[src/rtl/dbg_bkpt_pkg.sv]
// Package: shared types for the breakpoint match unit.
// Holds the cause codes, the data-access mode encoding and the
// bit positions of the data-breakpoint control word.
package dbg_bkpt_pkg;

    typedef enum logic [2:0] {
        CAUSE_NONE  = 3'd0,
        CAUSE_EXT   = 3'd1,
        CAUSE_IBKPT = 3'd2,
        CAUSE_DBKPT = 3'd3,
        CAUSE_TRACE = 3'd4
    } dbg_cause_e;

    typedef enum logic [1:0] {
        DMODE_OFF   = 2'b00,
        DMODE_STORE = 2'b01,
        DMODE_ANY   = 2'b10,
        DMODE_LOAD  = 2'b11
    } dmode_e;

    localparam int CTL_D0_LSB   = 0;
    localparam int CTL_D1_LSB   = 2;
    localparam int CTL_MASK_BIT = 8;

    typedef struct packed {
        dmode_e mode0;
        dmode_e mode1;
        logic   mask_en;
    } dctl_t;

    // Does a data access of the given direction qualify under a mode?
    function automatic logic dmode_allows(dmode_e m, logic is_write);
        logic ok;
        case (m)
            DMODE_STORE: ok = is_write;
            DMODE_ANY:   ok = 1'b1;
            DMODE_LOAD:  ok = !is_write;
            default:     ok = 1'b0;
        endcase
        return ok;
    endfunction

endpackage

[src/rtl/dbg_bkpt_regs.sv]
// Module: breakpoint register bank.
// Holds NUM_IBP instruction breakpoint registers, two data breakpoint
// registers and the data control word. Write-only; a write with a select
// outside the map is dropped. Assumes one write per cycle.
module dbg_bkpt_regs
    import dbg_bkpt_pkg::*;
#(
    parameter int ADDR_W  = 32,
    parameter int NUM_IBP = 2,
    parameter int SEL_W   = 3
) (
    input  logic                      clk,
    input  logic                      rst_n,
    input  logic                      cfg_we,
    input  logic [SEL_W-1:0]          cfg_sel,
    input  logic [ADDR_W-1:0]         cfg_wdata,
    output logic [NUM_IBP*ADDR_W-1:0] ibr_flat,
    output logic [ADDR_W-1:0]         dbr0,
    output logic [ADDR_W-1:0]         dbr1,
    output dctl_t                     dctl
);

    localparam int SEL_DBR0 = NUM_IBP;
    localparam int SEL_DBR1 = NUM_IBP + 1;
    localparam int SEL_CTL  = NUM_IBP + 2;

    for (genvar g = 0; g < NUM_IBP; g++) begin : g_ibr
        logic [ADDR_W-1:0] ibr_q;

        // Load instruction breakpoint register g on its select.
        always_ff @(posedge clk) begin
            if (!rst_n) begin
                ibr_q <= '0;
            end else if (cfg_we && cfg_sel == SEL_W'(g)) begin
                ibr_q <= cfg_wdata;
            end
        end

        assign ibr_flat[g*ADDR_W +: ADDR_W] = ibr_q;
    end

    // Load the two data breakpoint address registers.
    always_ff @(posedge clk) begin
        if (!rst_n) begin
            dbr0 <= '0;
            dbr1 <= '0;
        end else if (cfg_we) begin
            if (cfg_sel == SEL_W'(SEL_DBR0)) dbr0 <= cfg_wdata;
            if (cfg_sel == SEL_W'(SEL_DBR1)) dbr1 <= cfg_wdata;
        end
    end

    // Load the data control word from its fields in the write data.
    always_ff @(posedge clk) begin
        if (!rst_n) begin
            dctl <= '{mode0: DMODE_OFF, mode1: DMODE_OFF, mask_en: 1'b0};
        end else if (cfg_we && cfg_sel == SEL_W'(SEL_CTL)) begin
            dctl.mode0   <= dmode_e'(cfg_wdata[CTL_D0_LSB +: 2]);
            dctl.mode1   <= dmode_e'(cfg_wdata[CTL_D1_LSB +: 2]);
            dctl.mask_en <= cfg_wdata[CTL_MASK_BIT];
        end
    end

endmodule

[src/rtl/dbg_ibp_match.sv]
// Module: one instruction-address comparator.
// Matches a valid fetch against an enabled breakpoint register on
// address bits above ALIGN_LSB; bit 0 of the register is the enable.
// Assumes ALIGN_LSB >= 2 so the enable bit sits below the compared field.
module dbg_ibp_match #(
    parameter int ADDR_W    = 32,
    parameter int ALIGN_LSB = 2
) (
    input  logic [ADDR_W-1:0] bp_reg,
    input  logic              fetch_valid,
    input  logic [ADDR_W-1:0] fetch_addr,
    output logic              match
);

    logic unused_low_bits;

    // Compare the aligned part of the fetch address with the register.
    always_comb begin
        match = fetch_valid && bp_reg[0]
                && (bp_reg[ADDR_W-1:ALIGN_LSB] == fetch_addr[ADDR_W-1:ALIGN_LSB]);
    end

    assign unused_low_bits = ^{bp_reg[ALIGN_LSB-1:1], fetch_addr[ALIGN_LSB-1:0]};

endmodule

[src/rtl/dbg_dbp_match.sv]
// Module: data-address comparator pair.
// Comparator 0 checks dbr0 under an optional don't-care mask. Comparator 1
// checks dbr1 exactly, unless mask mode turns dbr1 into that mask.
// Each comparator is qualified by its access mode and the access direction.
module dbg_dbp_match
    import dbg_bkpt_pkg::*;
#(
    parameter int ADDR_W = 32
) (
    input  logic [ADDR_W-1:0] dbr0,
    input  logic [ADDR_W-1:0] dbr1,
    input  dctl_t             dctl,
    input  logic              dacc_valid,
    input  logic [ADDR_W-1:0] dacc_addr,
    input  logic              dacc_write,
    output logic              match
);

    logic [ADDR_W-1:0] care_mask;
    logic              cmp0_hit;
    logic              cmp1_hit;

    // Bits set in dbr1 become don't-care for comparator 0 in mask mode.
    always_comb begin
        care_mask = dctl.mask_en ? ~dbr1 : '1;
    end

    // Comparator 0: masked address equality under mode field 0.
    always_comb begin
        cmp0_hit = dacc_valid && dmode_allows(dctl.mode0, dacc_write)
                   && (((dacc_addr ^ dbr0) & care_mask) == '0);
    end

    // Comparator 1: exact equality, silent while serving as the mask.
    always_comb begin
        cmp1_hit = dacc_valid && !dctl.mask_en
                   && dmode_allows(dctl.mode1, dacc_write)
                   && (dacc_addr == dbr1);
    end

    assign match = cmp0_hit || cmp1_hit;

endmodule

[src/rtl/dbg_cause_sel.sv]
// Module: cause priority and output register.
// Picks one cause by fixed priority (external, instruction, data, trace
// full) and registers it with a separately formed hit flag.
module dbg_cause_sel
    import dbg_bkpt_pkg::*;
(
    input  logic       clk,
    input  logic       rst_n,
    input  logic       ext_req,
    input  logic       ib_hit,
    input  logic       db_hit,
    input  logic       trace_full,
    output logic       hit_q,
    output dbg_cause_e cause_q
);

    dbg_cause_e cause_d;

    // Resolve simultaneous causes by fixed priority.
    always_comb begin
        if (ext_req)         cause_d = CAUSE_EXT;
        else if (ib_hit)     cause_d = CAUSE_IBKPT;
        else if (db_hit)     cause_d = CAUSE_DBKPT;
        else if (trace_full) cause_d = CAUSE_TRACE;
        else                 cause_d = CAUSE_NONE;
    end

    // Register hit and cause for presentation one cycle later.
    always_ff @(posedge clk) begin
        if (!rst_n) begin
            hit_q   <= 1'b0;
            cause_q <= CAUSE_NONE;
        end else begin
            hit_q   <= ext_req || ib_hit || db_hit || trace_full;
            cause_q <= cause_d;
        end
    end

endmodule

[src/rtl/dbg_bkpt_unit.sv]
// Module: debug breakpoint match unit (top).
// Ties the register bank to NUM_IBP instruction comparators, the data
// comparator pair and the cause selector. Results are registered once.
// Assumes fetch and data addresses are sampled in the cycle valid is high.
module dbg_bkpt_unit
    import dbg_bkpt_pkg::*;
#(
    parameter int ADDR_W    = 32,
    parameter int NUM_IBP   = 2,
    parameter int SEL_W     = 3,
    parameter int ALIGN_LSB = 2
) (
    input  logic              clk,
    input  logic              rst_n,
    input  logic              cfg_we,
    input  logic [SEL_W-1:0]  cfg_sel,
    input  logic [ADDR_W-1:0] cfg_wdata,
    input  logic              fetch_valid,
    input  logic [ADDR_W-1:0] fetch_addr,
    input  logic              dacc_valid,
    input  logic [ADDR_W-1:0] dacc_addr,
    input  logic              dacc_write,
    input  logic              ext_dbg_req,
    input  logic              trace_full,
    output logic              hit,
    output logic [2:0]        cause
);

    logic [NUM_IBP*ADDR_W-1:0] ibr_flat;
    logic [ADDR_W-1:0]         dbr0;
    logic [ADDR_W-1:0]         dbr1;
    dctl_t                     dctl;
    logic [NUM_IBP-1:0]        ib_match;
    logic                      db_match;
    dbg_cause_e                cause_q;

    dbg_bkpt_regs #(
        .ADDR_W  (ADDR_W),
        .NUM_IBP (NUM_IBP),
        .SEL_W   (SEL_W)
    ) u_regs (
        .clk       (clk),
        .rst_n     (rst_n),
        .cfg_we    (cfg_we),
        .cfg_sel   (cfg_sel),
        .cfg_wdata (cfg_wdata),
        .ibr_flat  (ibr_flat),
        .dbr0      (dbr0),
        .dbr1      (dbr1),
        .dctl      (dctl)
    );

    for (genvar g = 0; g < NUM_IBP; g++) begin : g_ibp
        dbg_ibp_match #(
            .ADDR_W    (ADDR_W),
            .ALIGN_LSB (ALIGN_LSB)
        ) u_ibp (
            .bp_reg      (ibr_flat[g*ADDR_W +: ADDR_W]),
            .fetch_valid (fetch_valid),
            .fetch_addr  (fetch_addr),
            .match       (ib_match[g])
        );
    end

    dbg_dbp_match #(
        .ADDR_W (ADDR_W)
    ) u_dbp (
        .dbr0       (dbr0),
        .dbr1       (dbr1),
        .dctl       (dctl),
        .dacc_valid (dacc_valid),
        .dacc_addr  (dacc_addr),
        .dacc_write (dacc_write),
        .match      (db_match)
    );

    dbg_cause_sel u_cause (
        .clk        (clk),
        .rst_n      (rst_n),
        .ext_req    (ext_dbg_req),
        .ib_hit     (|ib_match),
        .db_hit     (db_match),
        .trace_full (trace_full),
        .hit_q      (hit),
        .cause_q    (cause_q)
    );

    assign cause = cause_q;

endmodule

[config.mk]
export PLATFORM = sky130hd
export DESIGN_NAME = dbg_bkpt_unit
export DESIGN_NICKNAME = d
export VERILOG_FILES = /design/src/rtl/dbg_bkpt_pkg.sv /design/src/rtl/dbg_bkpt_regs.sv /design/src/rtl/dbg_ibp_match.sv /design/src/rtl/dbg_dbp_match.sv /design/src/rtl/dbg_cause_sel.sv /design/src/rtl/dbg_bkpt_unit.sv
export SDC_FILE = /design/constraint.sdc
export NUM_CORES = 1
export LEC_CHECK = 0
export BUFFER_PORTS_ARGS = -buffer_cell sky130_fd_sc_hd__buf_4
export CAP_MARGIN = 10
export CELL_PAD_IN_SITES_DETAIL_PLACEMENT = 0
export CELL_PAD_IN_SITES_GLOBAL_PLACEMENT = 1
export CORE_AREA = 3 3 137 139
export CTS_CLUSTER_SIZE = 24
export DETAILED_ROUTE_END_ITERATION = 10
export DIE_AREA = 0 0 140 142
export MAX_ROUTING_LAYER = met4
export PLACE_DENSITY_LB_ADDON = 0.1
export SLEW_MARGIN = 20
export SYNTH_ARGS = -nofsm -noshare
export SYNTH_HDL_FRONTEND = slang
export SYNTH_SLANG_ARGS = --single-unit
[constraint.sdc]
create_clock -name clk -period 2.1 [get_ports clk]
set_input_delay 0.525 -clock clk [delete_from_list [all_inputs] [get_ports clk]]
set_output_delay 0.525 -clock clk [all_outputs]
set_load 0.01 [all_outputs]
# == Word level (Yosys, flattened, before mapping) ==
# Cells that the tools add are included.
# totals
reg_bits,137
output_inout_bits,4
# classes
eq_ne,13
muxes,7
n_bitwise,4
reduce_logical,25
# op_table
operator,count
equality test 30 bit,2
bitwise AND 32 bit,1
equality test 32 bit,1
zero test 32 bit,1
two-way mux 32 bit,1
NOT 32 bit,1
bitwise XOR 32 bit,1
logical AND 1 bit,12
equality test 2 bit (second input constant),4
equality test 3 x 2 -> 1 bit (second input constant),2
one-hot mux 1 bit (3 select lines),2
OR reduction 5 bit,1
equality test 2 x 1 -> 1 bit (second input constant),2
logical OR 1 bit,4
two-way mux 2 bit,2
AND reduction 2 bit,2
OR reduction 2 bit,2
equality test 3 x 1 -> 1 bit (second input constant),1
equality test 3 bit (second input constant),1
zero test 3 bit,1
two-way mux 3 bit,1
zero test 1 bit,2
two-way mux 1 bit,1
NOT 1 bit,1

# == Longest topological paths before layout ==
# Gate-level depths: netlist (run 1).
# logic_depth
ltp_word,9
ltp_mapped,7

# == Modules after synthesis ==
# From an unflattened synthesis (run 1), not the netlist that was laid out.
# unflattened
cells_unflattened,682
hier_area_um2,6593.8
# by_module_without_submodules
module,instances,cells_per_inst,area_each_um2
dbg_bkpt_regs,1,469,4864.7
dbg_dbp_match,1,120,924.6
dbg_ibp_match,2,41,335.3
dbg_cause_sel,1,10,127.6
dbg_bkpt_unit,1,1,6.3

# == Worst setup path after synthesis (run 1) ==
# Ideal clock, no wire load.
# synth_timing
path_type,input -> register
from,input fetch_addr[22]
to,register u_cause.cause_q[1]
setup_ns,0.060
arrival_ns,1.755
t_required_ns,2.040
path_slack_ns,0.285
cell_stages,6
n_path_buf,0
path_cell_list,xor2_1 -> or4_1 -> nor4_1 -> a32oi_1 -> o211ai_2 -> and3b_1
# synth_between
elab_chain_len,4
# synth_lines
item,line_no,rtl
"start, declared",dbg_bkpt_unit.sv:19,"input logic [ADDR_W-1:0] fetch_addr,"
equality test 30 bit,dbg_ibp_match.sv:20,&& (bp_reg[ADDR_W-1:ALIGN_LSB] == fetch_addr[ADDR_W-1:ALIGN_LSB]);
logical AND 1 bit,dbg_ibp_match.sv:20,
OR reduction 2 bit *,dbg_bkpt_unit.sv:81,".ib_hit (|ib_match),"
two-way mux 2 bit *,dbg_cause_sel.sv:22,else if (ib_hit) cause_d = CAUSE_IBKPT;
"end signal, assigned",dbg_cause_sel.sv:35,cause_q <= cause_d;
"end, declared",dbg_cause_sel.sv:14,output dbg_cause_e cause_q
# Mark *: on every way between the ends. The rest lies on a longest branch, timed or not.
# A chain may end at the register's enable or synchronous reset.

# == Worst setup path after layout (run 1) ==
# layout_timing
from,register u_regs.dbr0[13]
to,register u_cause.cause_q[0]
# layout_between
elab_chain_len,8
# layout_lines
item,line_no,rtl
"start, declared",dbg_bkpt_regs.sv:18,"output logic [ADDR_W-1:0] dbr0,"
"start signal, assigned",dbg_bkpt_regs.sv:48,if (cfg_sel == SEL_W'(SEL_DBR0)) dbr0 <= cfg_wdata;
bitwise XOR 32 bit,dbg_dbp_match.sv:31,&& (((dacc_addr ^ dbr0) & care_mask) == '0);
bitwise AND 32 bit,dbg_dbp_match.sv:31,
zero test 32 bit,dbg_dbp_match.sv:31,
logical AND 1 bit,dbg_dbp_match.sv:31,
logical OR 1 bit,dbg_dbp_match.sv:41,assign match = cmp0_hit || cmp1_hit;
two-way mux 2 bit,dbg_cause_sel.sv:23,else if (db_hit) cause_d = CAUSE_DBKPT;
two-way mux 2 bit,dbg_cause_sel.sv:22,
two-way mux 1 bit,dbg_cause_sel.sv:21,if (ext_req) cause_d = CAUSE_EXT;
# Every way passes these cells.

==> results.toml, run 1 <==
[run_status]
status = "completed"

[critical_path]
end_kind = "flop"
crit_path_cell_trace = "xnor2_1 -> a41oi_1 -> a2111oi_1 -> nand4_1 -> o31ai_1 -> buf_4 -> a41o_1"
crit_slowest_cell = "dfxtp_1"
crit_required_ns = 2.47
crit_family = "compound AO/OA/AOI/OAI gates"
arrival_ns = 2.29
cpPeakStageDelay_ns = 0.32
critPathKind = "reg2reg"
path_max_fanout = 3
start_kind = "flop"
critPathBufInv = 1

[layout]
utilization_pct = 50.5
multi_input_area_um2 = 4150
n_fill_cell = 1822
nets = 1113
drive_gt1_share_pct = 20.1
seq_area_um2 = 2700
syn2layout_area_growth_pct = 27.6
layout_common_cells = "nand2_1 (273), buf_4 (155), dfxtp_1 (134), a21boi_0 (126), xnor2_1 (108)"
antenna_cells = 0
final_common_cell = "nand2_1"

[clocking]
h-tree-depth = 4
worstSkewPairLatency_ns = 0.43
path_clk_slew_ns = 0.06
clockBufferDepth = 2
cts_resized = 0
cts_hold_repair.buffers = 0
clock-root-buffer = "clkbuf_16"
cts_tree = "yes"
post_cts_buffers = 0
cts.sinks = 135
cts_inserted_buffers = 17

[timing]
hold_slack_ns = 0.335
post-route-period-util_pct = 91.3
fin_crit_ns = 1.92
final_max_slew_viol_count = 0
setup-tns-final_ns = 0
clock_skew_ns = 0.0133
tightest_slew_ns = 0.710
relSlewSlack_pct = 52.7
layout_setup_ws_ns = 0.182
rsz0062_at_grt = "false"
setup_viol = 0
clock.fmax_ghz = 0.521
hold_viol_final = 0

[place]
portBuffers = 108
place_ws_ns = -0.104
detailed_place_hpwl_um = 18400
place_congestion = 0.943

[synthesis]
syn_inst = 872
ys.flop_type = "dfxtp_1"
async_flop_share_pct = 0
ys_ff_latch = 135
yosysWarnings = 0
syn_area_um2 = 7040
ys_seq_area_share_pct = 38.4
synth_edf_count = 0
syn-num-nets = 979
synth.distinct_cells = 47
syn_area_per_cell_um2 = 8.08

[worst_hold_path]
min_path_type = "in2reg"

[route]
firstDrtPassIters = 5
wirelength_um = 24100
vias = 6447
wire_per_inst_um = 19.3
detail_route.iter0.violations = 427
via_per_inst = 5.17
drc = 0
ant_nets = 0

[die]
rows = 49
core_area_um2 = 17800
die_area_um2 = 19900
dieHeight_um = 142
start_util_pct = 39.6
ios = 111
die_x_um = 140

[grt]
grt-ovfl-total = 0
antenna_found_initial = 0
grt_pass1_wl_um = 37300
grt_pass1_vias = 6348
grt.total_usage_pct = 25.3
grt_max_degree = 49

[power]
cellPowerDensity_nw_per_um2 = 719
ir_drop_mv = 0.556
p_leak_nw = 3.06

[job]
cap_violations = 0
[layer usage]
layer / GRT usage [%] / vias up / part of all wire, %
met1: 32.8 / 2999 / 47
li1: - / 3243 / -
met5: - / - / 0
met4: 7.90 / 0 / 2.3
met3: 4.13 / 37 / 3.7
met2: 40.6 / 168 / 47
[per-stage QoR]
stage	cell area [µm²]	cells	total power, mW
6_report	8990	1248	6.46
3_5_place_dp	8410	1216	3.58
2_1_floorplan	7040	872	3.10
5_1_grt	8990	1248	6.70
3_3_place_gp	8410	1216	3.59
4_1_cts	8980	1248	6.51
[sequential cells by signal (all words and copies together) (netlist names)]
signal              cells
u_regs.g_ibr.ibr_q     62
u_regs.dctl             5
u_regs.dbr1            32
u_cause.hit_q           1
u_cause.cause_q         3
u_regs.dbr0            32
[power breakdown]
group	switching [mW]	internal, mW	total (mW)
clock network	1.23	1.71	2.94
registers	0.0483	2.62	2.67
logic	0.450	0.413	0.863
[logic make-up (layout without fill, tap and decap cells)]
kind of cell	count (synthesis)	count (layout)	synth area share, %
compound gates	177	177	18.4
xor+xnor	124	124	15.4
buf+inv	48	195	2.93
flops	135	135	38.4
mux	5	5	0.711
simple gates	383	383	24.1
[synth_stat cells (3+ instances only)]
cell type / n / area share (%)
and2_1: 4 / 0.36
nand2_1: 273 / 15
xnor2_1: 108 / 13
nand2b_1: 6 / 0.53
a22oi_1: 5 / 0.53
xor2_1: 16 / 2.0
or2_2: 3 / 0.27
a21oi_1: 6 / 0.43
nor2b_1: 5 / 0.44
o22ai_1: 17 / 1.5
dfxtp_1: 135 / 38
clkbuf_1: 41 / 2.2
inv_1: 3 / 0.16
mux2i_1: 5 / 0.71
nor4_1: 18 / 1.6
or3b_2: 3 / 0.37
nand4_1: 36 / 3.2
nand4b_1: 3 / 0.37
nand3_1: 9 / 0.64
nor2_1: 11 / 0.59
o21ai_0: 7 / 0.50
a21boi_0: 126 / 13
nor3_1: 4 / 0.28
[layout make-up]
type	count	share of cell area [%]
sequential	135	30.1
multi-input combinational	689	46.2
clock buffer	20	5.08
clock inverter	12	1.29
tap	229	3.19
inverter	3	0.125
timing repair buffer	160	14.1
[path summary, 6_finish.rpt]
kind | end | cells after the start | start | slack, ns
worst min-delay path | u_cause.hit_q$_SDFF_PN0_ | 2 | trace_full | 0.33
worst max-delay path | u_cause.cause_q[0]$_SDFF_PN0_ | 7 | u_regs.dbr0[13]$_SDFFE_PN0P_ | 0.18
worst max register to register | u_cause.cause_q[0]$_SDFF_PN0_ | 7 | u_regs.dbr0[13]$_SDFFE_PN0P_ | 0.18
worst min register to register | u_regs.g_ibr[0].ibr_q[12]$_SDFFE_PN0P_ | 2 | u_regs.g_ibr[0].ibr_q[12]$_SDFFE_PN0P_ | 0.47
Note: power is estimated with default switching activity, not from simulation.
==> run 2, diff against run 1 <==
--- a/config.mk
+++ b/config.mk
@@ -5,7 +5,6 @@
 export SDC_FILE = /design/constraint.sdc
 export NUM_CORES = 1
 export LEC_CHECK = 0
-export BUFFER_PORTS_ARGS = -buffer_cell sky130_fd_sc_hd__buf_4
 export CAP_MARGIN = 10
 export CELL_PAD_IN_SITES_DETAIL_PLACEMENT = 0
 export CELL_PAD_IN_SITES_GLOBAL_PLACEMENT = 1
@@ -13,6 +12,7 @@
 export CTS_CLUSTER_SIZE = 24
 export DETAILED_ROUTE_END_ITERATION = 10
 export DIE_AREA = 0 0 140 142
+export DONT_BUFFER_PORTS = 1
 export MAX_ROUTING_LAYER = met4
 export PLACE_DENSITY_LB_ADDON = 0.1
 export SLEW_MARGIN = 20
==> results.toml, run 2 (same netlist as run 1, synthesis figures left out) <==
[critical_path]
cpPeakStageDelay_ns = 0.42
arrival_ns = 2.34
start_kind = "flop"
crit_family = "compound AO/OA/AOI/OAI gates"
crit_required_ns = 2.46
critPathKind = "reg2reg"
path_max_fanout = 9
crit_path_cell_trace = "buf_12 -> and2_1 -> o22ai_1 -> nor4_2 -> nand4_1 -> o31ai_2 -> buf_4 -> a41o_1"
crit_slowest_cell = "dfxtp_1"
end_kind = "flop"
critPathBufInv = 2

[clocking]
post_cts_buffers = 0
path_clk_slew_ns = 0.06
clock-root-buffer = "clkbuf_16"
cts_tree = "yes"
h-tree-depth = 4
cts_inserted_buffers = 17
worstSkewPairLatency_ns = 0.42
cts_hold_repair.buffers = 0
cts.sinks = 135
clockBufferDepth = 2

[die]
ios = 111
core_area_um2 = 17800
die_area_um2 = 19900
die_x_um = 140
start_util_pct = 39.6
dieHeight_um = 142
rows = 49

[layout]
fin_area_um2 = 8030
largest_register = "u_regs.g_ibr.ibr_q"
final_common_cell = "nand2_1"
layout_common_cells = "nand2_1 (273), dfxtp_1 (135), a21boi_0 (126), xnor2_1 (107), nand4_1 (36)"
drive_gt1_share_pct = 9.28
largest_register_ffs = 62
antenna_cells = 0
syn2layout_area_growth_pct = 14.1
nets = 988
utilization_pct = 45.2
reg_top3 = "u_regs.g_ibr.ibr_q (62), u_regs.dbr0 (32), u_regs.dbr1 (32)"
final_cells = 1123

[timing]
relSlewSlack_pct = 51.5
final_max_slew_viol_count = 0
layout_setup_ws_ns = 0.122
setup_viol = 0
setup-tns-final_ns = 0
rsz0062_at_grt = "false"
clock_skew_ns = 0.00951
tightest_slew_ns = 0.727
post-route-period-util_pct = 94.2
fin_crit_ns = 1.98
clock.fmax_ghz = 0.505
hold_viol_final = 0

[route]
wirelength_um = 24900
ant_nets = 0
firstDrtPassIters = 5
vias = 6088
drc = 0
detail_route.iter0.violations = 476
via_per_inst = 5.42
wire_per_inst_um = 22.2

[place]
place_ws_ns = -0.0530
place_area_um2 = 7440
place_inst = 1091
detailed_place_hpwl_um = 19200
place_congestion = 0.993
portBuffers = 0

[power]
p_leak_nw = 2.47
ir_drop_mv = 0.540
cellPowerDensity_nw_per_um2 = 764

[grt]
grt.total_usage_pct = 25.7
grt_most_used_layer = "met2"
grtUsageMet1_pct = 30.8
grt-ovfl-total = 0
grt_max_degree = 137
antenna_found_initial = 0
use_met3_pct = 7.22
grt_pass1_wl_um = 37200
grt_pass1_vias = 6206
use_met2_pct = 42.8

[job]
cap_violations = 0

[worst_hold_path]
min_path_type = "in2reg"

[run_status]
status = "completed"
## run 2: cell types whose count changed in the layout (fill, tap and decap cells not counted), moves of 2 or more
cell | previous run | this run
buf_4 | 155 | 33
buf_12 | 5 | 2
clkinv_4 | 0 | 3
clkinvlp_4 | 5 | 2
inv_6 | 5 | 7
## run 2: cell type report
class	instances	area [µm²]
clock buffers	18	439
clock inverters	14	138
fillers	1782	9750
inverters	3	11.3
multi-input cells	689	4170
flip-flops and latches	135	2700
well taps	229	287
repair buffers	35	288
## run 2: per-layer routing
metal | wire length [µm] | vias up
li1 | - | 2981
met1 | 10700 | 2887
met2 | 12200 | 192
met3 | 1550 | 28
met4 | 452 | 0
met5 | 0 | -
## run 2: final timing paths
path | startpoint | end | slack, ns | cells after the start
setup / recovery | u_regs.dctl[0]$_SDFFE_PN0P_ | u_cause.cause_q[0]$_SDFF_PN0_ | 0.12 | 8
hold / removal | trace_full | u_cause.cause_q[2]$_SDFF_PP0_ | 0.23 | 2
setup reg to reg | u_regs.dctl[0]$_SDFFE_PN0P_ | u_cause.cause_q[0]$_SDFF_PN0_ | 0.12 | 8
hold reg to reg | u_regs.g_ibr[1].ibr_q[15]$_SDFFE_PN0P_ | u_regs.g_ibr[1].ibr_q[15]$_SDFFE_PN0P_ | 0.48 | 2
## run 2: power breakdown
| part | internal (mW) | switching (mW) | leakage (nW) |
|---|---|---|---|
| logic | 0.253 | 0.277 | 1.10 |
| clock network | 1.69 | 1.25 | 0.279 |
| registers | 2.62 | 0.0510 | 1.09 |
## run 2: repair_timing
item | CTS | global route
setup endpoints to repair | 0 | 1
resized for setup | 0 | 4
hold endpoints to repair | 0 | 0
## run 2: per-stage QoR
step	power (mW)	hold slack, ns
floorplan	3.10	0.444
global placement	3.25	0.463
detailed placement	3.25	0.470
CTS	6.19	0.220
global route	6.35	0.226
finish	6.14	0.233
==> run 3, diff against run 2 <==
--- a/config.mk
+++ b/config.mk
@@ -8,10 +8,10 @@
 export CAP_MARGIN = 10
 export CELL_PAD_IN_SITES_DETAIL_PLACEMENT = 0
 export CELL_PAD_IN_SITES_GLOBAL_PLACEMENT = 1
-export CORE_AREA = 3 3 137 139
+export CORE_AREA = 3 3 132 134
 export CTS_CLUSTER_SIZE = 24
 export DETAILED_ROUTE_END_ITERATION = 10
-export DIE_AREA = 0 0 140 142
+export DIE_AREA = 0 0 135 137
 export DONT_BUFFER_PORTS = 1
 export MAX_ROUTING_LAYER = met4
 export PLACE_DENSITY_LB_ADDON = 0.1
==> constraint.sdc (replaced) <==
create_clock -name clk -period 1.8 [get_ports clk]
set_input_delay 0.45 -clock clk [delete_from_list [all_inputs] [get_ports clk]]
set_output_delay 0.45 -clock clk [all_outputs]
set_load 0.01 [all_outputs]
==> results.toml, run 3 (same netlist as run 1, synthesis figures left out) <==
[timing]
setup-tns-final_ns = -0.0147
layout_setup_ws_ns = -0.0147
clock_skew_ns = 0.00978
post-route-period-util_pct = 101
clock.fmax_ghz = 0.551
tightest_slew_ns = 0.718
setup_viol = 1
fin_crit_ns = 1.81
rsz0062_at_grt = "true"
final_max_slew_viol_count = 0
relSlewSlack_pct = 52.1
hold_viol_final = 0

[power]
p_switching_mw = 1.76
cellPowerDensity_nw_per_um2 = 891
power_frac_comb_pct = 9.5
p_seq_share_pct = 39.8
swShare_pct = 22.4
p_leak_nw = 2.86
ir_drop_mv = 0.604
internal_power_mw = 6.07
clkPwrFrac_pct = 50.7

[layout]
reg_top3 = "u_regs.g_ibr.ibr_q (62), u_regs.dbr0 (32), u_regs.dbr1 (32)"
drive_gt1_share_pct = 17.0
antenna_cells = 0
final_common_cell = "nand2_1"
syn2layout_area_growth_pct = 24.7
nets = 1035
largest_register = "u_regs.g_ibr.ibr_q"
largest_register_ffs = 62
utilization_pct = 53.5
layout_common_cells = "nand2_1 (273), dfxtp_1 (128), a21boi_0 (126), xnor2_1 (96), buf_4 (74)"

[route]
drc = 0
wire_per_inst_um = 21.4
wl_met1_um = 10600
wl_met3_um = 1170
highest_layer = "met4"
wl_met2_um = 12700
wirelength_um = 24800
detail_route.iter0.violations = 262
firstDrtPassIters = 4
via_per_inst = 5.47
ant_nets = 0
vias = 6349

[critical_path]
crit_family = "compound AO/OA/AOI/OAI gates"
r2r_end = "u_cause.cause_q[0]$_SDFF_PN0_"
crit_required_ns = 2.16
rr_worst_depth = 7
crit_path_cell_trace = "xnor2_2 -> buf_4 -> nand4_1 -> o21bai_1 -> nand3_1 -> o31ai_4 -> a41o_1"
start_kind = "flop"
cpPeakStageDelay_ns = 0.35
crit_slowest_cell = "dfxtp_1"
arrival_ns = 2.17
path_max_fanout = 2
end_kind = "flop"
crit_start = "u_regs.dbr0[19]$_SDFFE_PN0P_"
r2r_slack_ns = -0.01
reg2reg_from = "u_regs.dbr0[19]$_SDFFE_PN0P_"
critPathKind = "reg2reg"
critPathBufInv = 1

[job]
cap_violations = 0

[clocking]
cts_inserted_buffers = 17
worstSkewPairLatency_ns = 0.42
cts_tree = "yes"
h-tree-depth = 4
path_clk_slew_ns = 0.06
cts_hold_repair.buffers = 0
clock-root-buffer = "clkbuf_16"
clockBufferDepth = 2
cts.sinks = 135

[worst_hold_path]
hp-start = "trace_full"
min_to = "u_cause.hit_q$_SDFF_PN0_"
min_path_type = "in2reg"
hold_depth = 1

[die]
ios = 111
die_x_um = 135
start_util_pct = 42.9
core_area_um2 = 16400
die_area_um2 = 18500
rows = 47
dieHeight_um = 137

[grt]
grt_pass1_vias = 6476
grt.total_usage_pct = 27.5
grt_pass1_wl_um = 37200
antenna_found_initial = 0
grt_max_degree = 137
grt-ovfl-total = 0

[run_status]
status = "complete, but fails checks"
failed_checks = "setup timing"

[place]
place_congestion = 0.910
portBuffers = 0
detailed_place_hpwl_um = 19000
-- run 3: cell count changes in the layout (fill, tap and decap cells not counted), sizes merged --
cell,before,now
buf,35,82
bufinv,1,6
clkbuf,18,19
clkinv,4,3
clkinvlp,2,3
inv,10,3
-- run 3: per-layer routing --
metal	GRT usage [%]	up-vias
met5	-	-
met4	5.71	0
met3	5.77	21
met2	48.6	137
met1	32.6	3118
li1	-	3073
-- run 3: how the worst max path moves through the flow --
stage | endpoint | depth (start not counted) | slack, ns
global placement | u_cause.cause_q[0]$_SDFF_PN0_ | 7 | -0.35
detailed placement | u_cause.cause_q[0]$_SDFF_PN0_ | 7 | -0.32
floorplan | u_cause.cause_q[1]$_SDFF_PP0_ | 6 | 0.06
global route | u_cause.cause_q[0]$_SDFF_PN0_ | 7 | -0.09
CTS | u_cause.cause_q[0]$_SDFF_PN0_ | 7 | -0.02
finish | u_cause.cause_q[0]$_SDFF_PN0_ | 7 | -0.01
-- run 3: per-stage QoR --
step                      hold slack (ns)  power (mW)  worst slack (ns)  cells  cell area, µm²
final                               0.159        7.83           -0.0147   1160            8780
after global routing                0.149        8.09           -0.0911   1160            8780
after CTS                           0.151        7.86           -0.0209   1159            8630
after detailed placement            0.468        3.86            -0.325   1123            7780
after global placement              0.462        3.86            -0.346   1123            7780
after floorplan                     0.444        3.61            0.0602    872            7040
-- run 3: what timing repair did --
action / CTS / global route
endpoints found under the setup margin: 4 / 4
setup buffers: 6 / 2
pin swaps: 19 / 20
gates cloned: 0 / 0
resized for setup: 26 / 24
-- run 3: cell type report --
type | count | area [µm²]
clock inverter | 12 | 225
clock buffer | 19 | 443
sequential | 135 | 2710
inverter | 3 | 11.3
timing repair buffer | 82 | 698
multi-input combinational | 689 | 4410
tap | 220 | 275
fill | 1580 | 7630
-- run 3: power by group through the flow --
stage	logic (mW)	clock network, mW	registers [mW]
2_1_floorplan	0.454	0	3.16
3_3_place_gp	0.684	0	3.17
3_5_place_dp	0.686	0	3.18
4_1_cts	0.719	4.03	3.11
5_1_grt	0.801	4.17	3.12
6_report	0.747	3.97	3.11
